**config.mk**
```make
export PLATFORM = sky130hd
export DESIGN_NAME = tpg_top
export DESIGN_NICKNAME = d
export VERILOG_FILES = /design/src/rtl/tpg_pkg.sv /design/src/rtl/tpg_ctrl_regs.sv /design/src/rtl/tpg_group_gen.sv /design/src/rtl/tpg_stream_mux.sv /design/src/rtl/tpg_top.sv
export SDC_FILE = /design/constraint.sdc
export NUM_CORES = 1
export LEC_CHECK = 0
export BUFFER_PORTS_ARGS = -buffer_cell sky130_fd_sc_hd__buf_4
export CELL_PAD_IN_SITES_DETAIL_PLACEMENT = 2
export CELL_PAD_IN_SITES_GLOBAL_PLACEMENT = 2
export CORE_ASPECT_RATIO = 0.8
export CORE_MARGIN = 1.5
export CORE_UTILIZATION = 28
export CTS_CLUSTER_SIZE = 16
export DETAILED_ROUTE_END_ITERATION = 16
export GPL_ROUTABILITY_DRIVEN = 0
export PLACE_DENSITY_LB_ADDON = 0.15
export SETUP_SLACK_MARGIN = 0.4
export SLEW_MARGIN = 20
export SYNTH_ARGS = -nofsm -noshare
export SYNTH_HDL_FRONTEND = slang
export SYNTH_HIERARCHICAL = 1
export SYNTH_SLANG_ARGS = --single-unit
```
**constraint.sdc**
```tcl
create_clock -name clk -period 3.5 [get_ports clk]
set_input_delay 0.35 -clock clk [delete_from_list [all_inputs] [get_ports clk]]
set_output_delay 0.35 -clock clk [all_outputs]
set_load 0.02 [all_outputs]
```
**src/rtl/tpg_pkg.sv**
```systemverilog
// Package: shared types and selector decode for the test pattern generator.
// Assumes selector codes outside {1,2,4} mean "no test".
package tpg_pkg;

    localparam int CTRL_W   = 8;
    localparam int SEL_W    = 3;
    localparam int STEP_W   = 4;
    localparam int N_GROUPS = 3;

    // Stored control of one group: step field above selector, as in the byte layout
    typedef struct packed {
        logic [STEP_W-1:0] step;
        logic [SEL_W-1:0]  sel;
    } grp_ctrl_t;

    typedef enum logic [1:0] {
        PAT_PASS,
        PAT_SHORT,
        PAT_RAMP,
        PAT_ALT
    } pat_kind_e;

    // Map a raw selector code onto the pattern it requests
    function automatic pat_kind_e decode_sel(input logic [SEL_W-1:0] code);
        case (code)
            3'd1:    return PAT_SHORT;
            3'd2:    return PAT_RAMP;
            3'd4:    return PAT_ALT;
            default: return PAT_PASS;
        endcase
    endfunction

endpackage

```
**src/rtl/tpg_ctrl_regs.sv**
```systemverilog
// Module: tpg_ctrl_regs
// Holds one control byte per stream group and decodes the write/read port.
// Assumes one access per clock. Address values at or above GROUPS hit nothing
// and read back 0. The reserved top bit is cleared when the byte is stored.
module tpg_ctrl_regs
    import tpg_pkg::*;
#(
    parameter int GROUPS = N_GROUPS,
    parameter int ADDR_W = 2
) (
    input  logic                     clk,
    input  logic                     rst_n,
    input  logic                     wr_i,
    input  logic [ADDR_W-1:0]        addr_i,
    input  logic [CTRL_W-1:0]        wdata_i,
    output grp_ctrl_t [GROUPS-1:0]   ctrl_o,
    output logic [GROUPS-1:0]        hit_o,
    output logic [CTRL_W-1:0]        rdata_o
);

    localparam logic [CTRL_W-1:0] KEEP_MASK = {1'b0, {(CTRL_W-1){1'b1}}};

    logic [CTRL_W-1:0] byte_q [GROUPS];

    for (genvar g = 0; g < GROUPS; g++) begin : g_reg
        assign hit_o[g]  = wr_i && (addr_i == ADDR_W'(g));
        assign ctrl_o[g] = byte_q[g][CTRL_W-2:0];

        // Store a written byte with the reserved bit forced low
        always_ff @(posedge clk) begin
            if (!rst_n)
                byte_q[g] <= '0;
            else if (hit_o[g])
                byte_q[g] <= wdata_i & KEEP_MASK;
        end

        AST_WR_LOAD: assert property (@(posedge clk) disable iff (!rst_n)
            (wr_i && addr_i == ADDR_W'(g)) |=> (ctrl_o[g] == $past(wdata_i[CTRL_W-2:0])));

        AST_NO_STRAY_WR: assert property (@(posedge clk) disable iff (!rst_n)
            !(wr_i && addr_i == ADDR_W'(g)) |=> $stable(ctrl_o[g]));
    end

    // Return the byte of the addressed group, zero for unused addresses
    always_comb begin
        rdata_o = '0;
        for (int g = 0; g < GROUPS; g++)
            if (addr_i == ADDR_W'(g))
                rdata_o = byte_q[g];
    end

endmodule

```
**src/rtl/tpg_group_gen.sv**
```systemverilog
// Module: tpg_group_gen
// Pattern source for one stream group. A single counter serves every pattern:
// its low two bits index the short sequence, bit 0 drives the alternating
// pattern, and the full width is the ramp. The counter restarts whenever a
// write changes the selector value. It holds at zero while no test is selected.
// Assumes SAMPLE_W is even.
module tpg_group_gen
    import tpg_pkg::*;
#(
    parameter int SAMPLE_W = 16
) (
    input  logic                 clk,
    input  logic                 rst_n,
    input  grp_ctrl_t            ctrl_i,
    input  logic                 hit_i,
    input  logic [SEL_W-1:0]     new_sel_i,
    output logic [SAMPLE_W-1:0]  pat_o,
    output logic                 use_pat_o
);

    // Checkerboard word; lsb_one selects 0x..55 versus 0x..AA
    function automatic logic [SAMPLE_W-1:0] checker_word(input logic lsb_one);
        logic [SAMPLE_W-1:0] w;
        for (int i = 0; i < SAMPLE_W; i++)
            w[i] = ((i % 2) == 0) ? lsb_one : !lsb_one;
        return w;
    endfunction

    localparam logic [SAMPLE_W-1:0] CHK_LO = checker_word(1'b1);
    localparam logic [SAMPLE_W-1:0] CHK_HI = checker_word(1'b0);

    pat_kind_e           kind;
    logic                restart;
    logic [SAMPLE_W-1:0] step;
    logic [SAMPLE_W-1:0] cnt_q;

    assign kind      = decode_sel(ctrl_i.sel);
    assign restart   = hit_i && (new_sel_i != ctrl_i.sel);
    assign step      = SAMPLE_W'(ctrl_i.step) + SAMPLE_W'(1);
    assign use_pat_o = (kind != PAT_PASS);

    // Advance the shared counter by the ramp step or by one, per pattern
    always_ff @(posedge clk) begin
        if (!rst_n || restart)
            cnt_q <= '0;
        else begin
            case (kind)
                PAT_PASS: cnt_q <= '0;
                PAT_RAMP: cnt_q <= cnt_q + step;
                default:  cnt_q <= cnt_q + SAMPLE_W'(1);
            endcase
        end
    end

    // Form the pattern word from the counter
    always_comb begin
        case (kind)
            PAT_SHORT: begin
                case (cnt_q[1:0])
                    2'd0:    pat_o = '0;
                    2'd1:    pat_o = '1;
                    2'd2:    pat_o = CHK_LO;
                    default: pat_o = CHK_HI;
                endcase
            end
            PAT_RAMP: pat_o = cnt_q;
            PAT_ALT:  pat_o = cnt_q[0] ? '1 : '0;
            default:  pat_o = '0;
        endcase
    end

    AST_RAMP_STEP: assert property (@(posedge clk) disable iff (!rst_n)
        (kind == PAT_RAMP && !restart) |=> (cnt_q == $past(cnt_q) + $past(step)));

    AST_SHORT_ORDER: assert property (@(posedge clk) disable iff (!rst_n)
        (kind == PAT_SHORT && !restart) |=> (cnt_q[1:0] == $past(cnt_q[1:0]) + 2'd1));

    AST_ALT_TOGGLE: assert property (@(posedge clk) disable iff (!rst_n)
        (kind == PAT_ALT && !restart) |=> (pat_o == ~$past(pat_o)));

    AST_RESTART_ZERO: assert property (@(posedge clk) disable iff (!rst_n)
        (restart && decode_sel(new_sel_i) != PAT_PASS) |=> (pat_o == '0));

endmodule

```
**src/rtl/tpg_stream_mux.sv**
```systemverilog
// Module: tpg_stream_mux
// Per-stream selection between live data and the owning group's pattern.
// Assumes the stream order: receive group 0, receive group 1, then feedback.
module tpg_stream_mux
    import tpg_pkg::*;
#(
    parameter int SAMPLE_W = 16,
    parameter int RX_LANES = 4,
    parameter int FB_LANES = 2
) (
    input  logic                                         clk,
    input  logic                                         rst_n,
    input  logic [(2*RX_LANES+FB_LANES)*SAMPLE_W-1:0]    din_i,
    input  logic [N_GROUPS-1:0][SAMPLE_W-1:0]            pat_i,
    input  logic [N_GROUPS-1:0]                          use_pat_i,
    output logic [(2*RX_LANES+FB_LANES)*SAMPLE_W-1:0]    dout_o
);

    localparam int N_STREAMS = 2 * RX_LANES + FB_LANES;

    for (genvar s = 0; s < N_STREAMS; s++) begin : g_stream
        localparam int GRP = (s < RX_LANES) ? 0 : ((s < 2 * RX_LANES) ? 1 : 2);

        // Pick the pattern word when the owning group is under test
        assign dout_o[s*SAMPLE_W +: SAMPLE_W] =
            use_pat_i[GRP] ? pat_i[GRP] : din_i[s*SAMPLE_W +: SAMPLE_W];

        AST_PASS_THRU: assert property (@(posedge clk) disable iff (!rst_n)
            !use_pat_i[GRP] |-> (dout_o[s*SAMPLE_W +: SAMPLE_W] == din_i[s*SAMPLE_W +: SAMPLE_W]));
    end

endmodule

```
**src/rtl/tpg_top.sv**
```systemverilog
// Module: tpg_top
// Test pattern generator for three stream groups (two receive, one feedback).
// A control byte per group selects live data or a generated pattern.
// The output path is combinational from din and the registered generator state.
// Assumes a synchronous active-low reset held for at least one clock edge.
module tpg_top
    import tpg_pkg::*;
#(
    parameter int SAMPLE_W = 16,
    parameter int RX_LANES = 4,
    parameter int FB_LANES = 2,
    parameter int ADDR_W   = 2
) (
    input  logic                                       clk,
    input  logic                                       rst_n,
    input  logic                                       reg_wr,
    input  logic [ADDR_W-1:0]                          reg_addr,
    input  logic [CTRL_W-1:0]                          reg_wdata,
    output logic [CTRL_W-1:0]                          reg_rdata,
    input  logic [(2*RX_LANES+FB_LANES)*SAMPLE_W-1:0]  din,
    output logic [(2*RX_LANES+FB_LANES)*SAMPLE_W-1:0]  dout
);

    grp_ctrl_t [N_GROUPS-1:0]          ctrl;
    logic [N_GROUPS-1:0]               hit;
    logic [N_GROUPS-1:0][SAMPLE_W-1:0] pat;
    logic [N_GROUPS-1:0]               use_pat;

    tpg_ctrl_regs #(
        .GROUPS (N_GROUPS),
        .ADDR_W (ADDR_W)
    ) u_regs (
        .clk     (clk),
        .rst_n   (rst_n),
        .wr_i    (reg_wr),
        .addr_i  (reg_addr),
        .wdata_i (reg_wdata),
        .ctrl_o  (ctrl),
        .hit_o   (hit),
        .rdata_o (reg_rdata)
    );

    for (genvar g = 0; g < N_GROUPS; g++) begin : g_gen
        tpg_group_gen #(
            .SAMPLE_W (SAMPLE_W)
        ) u_gen (
            .clk       (clk),
            .rst_n     (rst_n),
            .ctrl_i    (ctrl[g]),
            .hit_i     (hit[g]),
            .new_sel_i (reg_wdata[SEL_W-1:0]),
            .pat_o     (pat[g]),
            .use_pat_o (use_pat[g])
        );
    end

    tpg_stream_mux #(
        .SAMPLE_W (SAMPLE_W),
        .RX_LANES (RX_LANES),
        .FB_LANES (FB_LANES)
    ) u_mux (
        .clk       (clk),
        .rst_n     (rst_n),
        .din_i     (din),
        .pat_i     (pat),
        .use_pat_i (use_pat),
        .dout_o    (dout)
    );

endmodule

```
==> impl_metrics.tcl, run 1 <==
set metrics [dict create \
    cts_buffers 9 \
    io_pins 341 \
    met1_length_um 12600 \
    drtPass1Iterations 4 \
    design_area_um2 10000 \
    seq_area_um2 1590 \
    hp-class "input port to flop" \
    worstSetupStartpointType "flop" \
    fin_skew_ns 0.00734 \
    synth_top_cell_area_share_pct 26.4 \
    first_iter_violations 235 \
    fillCellCount 2720 \
    numPortBuffers 338 \
    p_leak_nw 4.92 \
    fin_crit_ns 2.96 \
    vias_per_cell 5.06 \
    crit_fanout 15 \
    antenna_cells 0 \
    dp_slack_ns 0.532 \
    cpMostUsedCell "buf_4" \
    final-setup-viol-count 0 \
    worstMarginPinSlew_ns 0.851 \
    dpl.hpwl_um 23100 \
    area_growth_pct 41.7 \
    status "finished, final reports clean" \
    synth_area_leader_cell "mux2_4" \
    wl_met3_um 1060 \
    yosysWarnings 6 \
    holdPathStages 3 \
    clock-sinks 69 \
    detail_route.wl_per_cell_um 21.2 \
    dieArea_um2 26200 \
    placed_cell_area_um2 9690 \
    grt.total_usage_pct 20.8 \
    insertion_delay_ns 0.34 \
    r2r-end "g_gen[1].u_gen/cnt_q[9]" \
    antenna_left 0 \
    arrival_ns 2.61 \
    reg2reg_from "u_regs/byte_q[1][0]" \
    die-height_um 145 \
    maxSlewHeadroom_pct 42.9 \
    crit_path_end_kind "output port" \
    grt_pass1_wl_um 42600 \
    fmax_ghz 0.338 \
    hold_start "reg_wdata[5]" \
    netlist-cell-type-count 44 \
    cpMaxStageDelayCell "o21ai_4" \
    multi_input_area_um2 4970 \
    hold_violations 0 \
    synth-edff-count 21 \
    core_area_um2 24600 \
    netlist_area_um2 7060 \
    crit_required_ns 3.15 \
    rows 51 \
    wl_met2_um 14000 \
    crit_chain "xnor2_1 -> o21ai_4 -> buf_4 -> mux2_4 -> buf_4" \
    synth_area_leaders "mux2_4 (26%), dfxtp_1 (14%), edfxtp_1 (8.9%)" \
    ir_drop_uv 216 \
    syn_nets 882 \
    cp_slowest_stage_delay_ns 0.62 \
    cts.path.max_buffers 2 \
    rsz0062_at_grt "false" \
    overflow 0 \
    cp_top_family "compound AO/OA/AOI/OAI gates" \
    die_x_um 181 \
    grt_max_degree 65 \
    start_util_pct 28.7 \
    top_layer_used "met4" \
    ys_seq_elements 69 \
    vias 6667 \
    syn_avg_cell_area_um2 10.3 \
    antenna_found_initial 0 \
    rrSetupSlack_ns 0.68 \
    cap_violations 0 \
    post-cts-setup-buffers 0 \
    tritoncts "done" \
    async_flop_share_pct 0 \
    powerDensity_nw_per_um2 354 \
    htree_levels 3 \
    root_buffer "clkbuf_16" \
    final_layout_size_suffix_gt1_share_pct 53.7 \
    final_nets 1195 \
    netlist_top_cells_count "mux2_4 (124), a21o_1 (51), dfxtp_1 (48)" \
    drc_errors 0 \
    finalMaxSlewViolations 0 \
    period_share_pct 84.5 \
    syn_inst 682 \
    wl_um 28000 \
    r2r_cells 7 \
    yosysSeqAreaShare_pct 22.5 \
    worst_slack_ns 0.541 \
    synth_most_common_cell "mux2_4" \
    ys.flop_type "dfxtp_1" \
    grt_pass1_vias 7084 \
    min_to "u_regs/byte_q[0][5]" \
    crit_buf_inv 2 \
    cts.clk_slew.worst_paths_ns 0.06 \
    fin_setup_tns_ns 0 \
    worstSetupPathType "flop to output port" \
]
## cells in the final DEF (no fill, tap or decap), types with 4 or more instances in the layout
cell       instances
dfxtp_1           48
mux2_4           124
edfxtp_1          21
a211oi_1          15
nor2_1            45
nand2_1           12
ha_1              24
xnor2_1            9
and2_1             9
nor2b_1            4
nand2b_1           5
a21o_1            51
xor2_1            12
a21oi_1           37
o2bb2ai_1          7
mux2_2            36
o21a_1             6
or3_1              9
buf_4            347
and4_1             9
o21ai_1            8
clkbuf_16          9
inv_1             19
o31ai_1           24
or4_1             21
nand3_1           22
o21ai_0           15
mux2i_1            7
## metrics by stage
| stage | cells | hold slack (ns) | power, mW | utilization [%] |
|---|---|---|---|---|
| 6_report | 1318 | 0.427 | 3.54 | 40.7 |
| 2_1_floorplan | 682 | 0.452 | 2.02 | - |
| 4_1_cts | 1318 | 0.416 | 3.59 | 40.7 |
| 5_1_grt | 1318 | 0.478 | 3.70 | 40.7 |
| 3_5_place_dp | 1302 | 0.482 | 2.63 | 39.5 |
| 3_3_place_gp | 1302 | 0.468 | 2.60 | 39.5 |
## per-layer routing
layer / vias up / global-route usage (%)
li1: 3188 / -
met3: 16 / 3.24
met1: 3312 / 26.6
met5: - / 0
met4: 0 / 4.03
met2: 151 / 37.0
## power by group
part / leakage (nW) / internal, mW / switching, mW / total, mW
Combinational: 4.19 / 0.869 / 0.830 / 1.70
Clock: 0.140 / 0.559 / 0.385 / 0.944
Sequential: 0.594 / 0.851 / 0.0453 / 0.896
## logic make-up after synthesis
| group | share of synthesized area, % |
|---|---|
| mux | 33.1 |
| xor+xnor | 2.61 |
| buf+inv | 7.68 |
| simple gates | 12.3 |
| fa+ha+maj | 5.11 |
| other cells | 0.0531 |
| compound gates | 16.6 |
| flops | 22.5 |
## area by class of cell
type / instances / share of cell area (%)
Multi-Input combinational cell: 546 / 49.7
Timing Repair Buffer: 350 / 26.7
Sequential cell: 69 / 15.9
Tap cell: 318 / 3.98
Clock buffer: 10 / 2.29
Clock inverter: 6 / 0.713
Inverter: 19 / 0.713
## sequential cells by signal, indices dropped and copies added, names as in the netlist
signal	cells
g_gen.u_gen/cnt_q	48
u_regs/byte_q	21
## what timing repair did
action / 4_1_cts / 5_1_grt
resized for setup: 0 / 2
hold buffers: 0 / 0
endpoints found under the setup margin: 0 / 8
## worst max-delay path by stage
| stage | startpoint | end | cells past startpoint |
|---|---|---|---|
| finish | u_regs/byte_q[0][1] | dout[40] | 5 |
| global route | g_gen[0].u_gen/cnt_q[1] | dout[18] | 7 |
| CTS | u_regs/byte_q[2][1] | g_gen[2].u_gen/cnt_q[8] | 8 |
| detailed placement | u_regs/byte_q[2][1] | g_gen[2].u_gen/cnt_q[8] | 8 |
| global placement | u_regs/byte_q[2][1] | g_gen[2].u_gen/cnt_q[10] | 8 |
| floorplan | u_regs/byte_q[2][1] | g_gen[2].u_gen/cnt_q[12] | 10 |
## worst min-delay path, stage by stage
cell     delay (ns)
buf_4          0.08
nand3_1        0.12
nor2_1         0.11
Power figures use the tool's default switching activity.
==> run 2, diff against run 1 <==
--- a/config.mk
+++ b/config.mk
@@ -5,12 +5,13 @@
 export SDC_FILE = /design/constraint.sdc
 export NUM_CORES = 1
 export LEC_CHECK = 0
+export ABC_AREA = 1
 export BUFFER_PORTS_ARGS = -buffer_cell sky130_fd_sc_hd__buf_4
 export CELL_PAD_IN_SITES_DETAIL_PLACEMENT = 2
 export CELL_PAD_IN_SITES_GLOBAL_PLACEMENT = 2
 export CORE_ASPECT_RATIO = 0.8
 export CORE_MARGIN = 1.5
-export CORE_UTILIZATION = 28
+export CORE_UTILIZATION = 21
 export CTS_CLUSTER_SIZE = 16
 export DETAILED_ROUTE_END_ITERATION = 16
 export GPL_ROUTABILITY_DRIVEN = 0
==> constraint.sdc (replaced) <==
create_clock -name clk -period 2.7 [get_ports clk]
set_input_delay 0.27 -clock clk [delete_from_list [all_inputs] [get_ports clk]]
set_output_delay 0.27 -clock clk [all_outputs]
set_load 0.02 [all_outputs]
==> impl_metrics.tcl, run 2 <==
set metrics [dict create \
    cap_violations 0 \
    fmax_ghz 0.414 \
    final_core_util_pct 38.9 \
    grt_max_degree 33 \
    vias 9001 \
    cpMaxStageDelayCell "edfxtp_1" \
    maxSlewHeadroom_pct 58.1 \
    grt.total_usage_pct 19.5 \
    worst_slack_ns 0.285 \
    fin_crit_ns 2.41 \
    fin_skew_ns 0.00981 \
    holdBufCountCts 0 \
    p_leak_nw 6.34 \
    crit_path_end_kind "output port" \
    overflow 0 \
    htree_levels 3 \
    root_buffer "clkbuf_16" \
    antenna_found_initial 0 \
    crit_buf_inv 7 \
    netlist-cell-type-count 38 \
    syn_nets 1364 \
    whs_ns 0.254 \
    crit_chain "buf_6 -> nor3_4 -> buf_6 -> nor2_4 -> clkinvlp_4 -> buf_12 -> buf_12 -> clkinv_8 -> nand2_1 -> nand2_1 -> buf_6" \
    tritoncts "done" \
    core_area_um2 32800 \
    ir_drop_uv 281 \
    crit_fanout 8 \
    numPortBuffers 338 \
    fillCellCount 3802 \
    synth-edff-count 21 \
    synth_area_leader_cell "nand2_1" \
    finalNonFillerCells 1989 \
    synth_most_common_cell "nand2_1" \
    area_growth_pct 80.6 \
    final_nets 1757 \
    grt_use_met2_pct 33.5 \
    powerDensity_nw_per_um2 400 \
    cts_buffers 9 \
    clock-sinks 69 \
    netlist_area_um2 7050 \
    top_usage_layer "met2" \
    antenna_cells 0 \
    rsz0062_at_grt "true" \
    rrSetupSlack_ns 0.41 \
    netlist_top_cells_count "nand2_1 (527), nand3_1 (123), inv_1 (115)" \
    largestRegisters "g_gen.u_gen/cnt_q (48), u_regs/byte_q (21)" \
    cts.path.max_buffers 2 \
    cts.clk_slew.worst_paths_ns 0.07 \
    holdPathStages 3 \
    placed_cell_area_um2 9820 \
    crit_required_ns 2.43 \
    cp_top_family "buffers and inverters" \
    ys_seq_elements 69 \
    reg2reg_from "u_regs/byte_q[1][2]" \
    r2r-end "g_gen[1].u_gen/cnt_q[15]" \
    detail_route.wl_per_cell_um 18.6 \
    drc_errors 0 \
    final_layout_size_suffix_gt1_share_pct 49.6 \
    status "finished, final reports clean" \
    largest_register "g_gen.u_gen/cnt_q" \
    p_total_mw 5.09 \
    met1_usage_pct 26.5 \
    io_pins 341 \
    period_share_pct 89.4 \
    design_area_um2 12700 \
    drtPass1Iterations 4 \
    wl_um 37100 \
    finalMaxSlewViolations 0 \
    synth_area_leaders "nand2_1 (28%), dfxtp_1 (14%), edfxtp_1 (8.9%)" \
    r2r_cells 15 \
    antenna_left 0 \
    syn_avg_cell_area_um2 6.06 \
    worstSetupStartpointType "flop" \
    yosysWarnings 6 \
    arrival_ns 2.14 \
    final_cell_mix "nand2_1 (357), buf_4 (274), nand2_2 (133)" \
    hold_violations 0 \
    first_iter_violations 299 \
    grt_pass1_vias 9240 \
    cp.depth 11 \
    vias_per_cell 4.53 \
    ys.flop_type "dfxtp_1" \
    synth_top_cell_area_share_pct 28.1 \
    async_flop_share_pct 0 \
    final-setup-viol-count 0 \
    use_met3_pct 2.43 \
    insertion_delay_ns 0.35 \
    largest_register_ffs 48 \
    grt_pass1_wl_um 53300 \
    die-height_um 167 \
    worstMarginPinSlew_ns 0.625 \
    hp-class "input port to flop" \
    fin_setup_tns_ns 0 \
    dp_cells 1904 \
    syn_inst 1164 \
    final_common_cell "nand2_1" \
    start_util_pct 21.5 \
    min_to "u_regs/byte_q[2][3]" \
    worstSetupPathType "flop to output port" \
    cpMostUsedCell "buf_6" \
    yosysSeqAreaShare_pct 22.6 \
    die_x_um 208 \
    dpl.hpwl_um 27700 \
    rows 59 \
    cp_slowest_stage_delay_ns 0.46 \
    dieArea_um2 34700 \
    dp_slack_ns 0.364 \
    hold_start "reg_wdata[3]" \
]
[run 2: cell count changes after synthesis, sizes merged, moves of 24 or more]
| cell | change |
|---|---|
| nand2 | +534 |
| nor2 | +58 |
| a21o | -48 |
| mux2 | -160 |
| inv | +111 |
| o31ai | -24 |
| nand3 | +99 |
[run 2: final cells by class]
class	count	area [µm²]	share of cell area, %
clock buffer	9	225	1.77
timing repair inverter	11	183	1.43
timing repair buffer	407	3690	28.9
clock inverter	7	106	0.835
inverter	130	589	4.63
sequential	69	1600	12.5
tap	427	534	4.20
multi-input combinational	929	5820	45.7
[run 2: worst max path at each step]
| stage | start | to | slack, ns |
|---|---|---|---|
| after floorplan | u_regs/byte_q[1][1] | g_gen[1].u_gen/cnt_q[12] | 0.61 |
| after global placement | u_regs/byte_q[0][1] | g_gen[0].u_gen/cnt_q[15] | 0.37 |
| after detailed placement | u_regs/byte_q[0][1] | g_gen[0].u_gen/cnt_q[15] | 0.36 |
| after CTS | u_regs/byte_q[0][2] | dout[20] | 0.33 |
| after global routing | u_regs/byte_q[1][2] | dout[76] | 0.20 |
| final | u_regs/byte_q[1][2] | dout[76] | 0.29 |
[run 2: per-layer routing]
layer,wire [µm],vias to the layer above,part of all wire [%]
met5,0,-,0
met4,310,0,0.84
met3,1090,23,2.9
met2,18500,155,50
met1,17100,4376,46
li1,-,4447,-
[run 2: tightest hold or removal path, delay by kind of cell]
kind                   cells  cell delay (ns)
AND/OR/NAND/NOR            1             0.09
buffers and inverters      2             0.13
[run 2: cells by family (layout without fill, tap and decap cells)]
| group | Yosys count | after routing | synth area share, % |
|---|---|---|---|
| AND/OR/NAND/NOR | 799 | 799 | 49.8 |
| buffers and inverters | 166 | 564 | 12.7 |
| AO/OA/AOI/OAI | 84 | 84 | 7.61 |
| flip-flops | 69 | 69 | 22.6 |
| adder cells (fa/ha/maj) | 27 | 27 | 5.11 |
| XOR/XNOR | 18 | 18 | 2.24 |
| other | 1 | 1 | 0.0532 |
[run 2: timing repair]
item,4_1_cts,5_1_grt
setup endpoints to repair,172,189
resized for setup,179,380
pin swaps,38,66
buffers inserted,29,27
gates cloned,6,7
[run 2: power breakdown]
group	internal, mW	total [mW]	leakage, nW	switching, mW
Combinational	1.13	2.57	5.59	1.44
Clock	0.827	1.38	0.163	0.549
Sequential	1.10	1.14	0.595	0.0432
Total	3.06	5.09	6.34	2.03
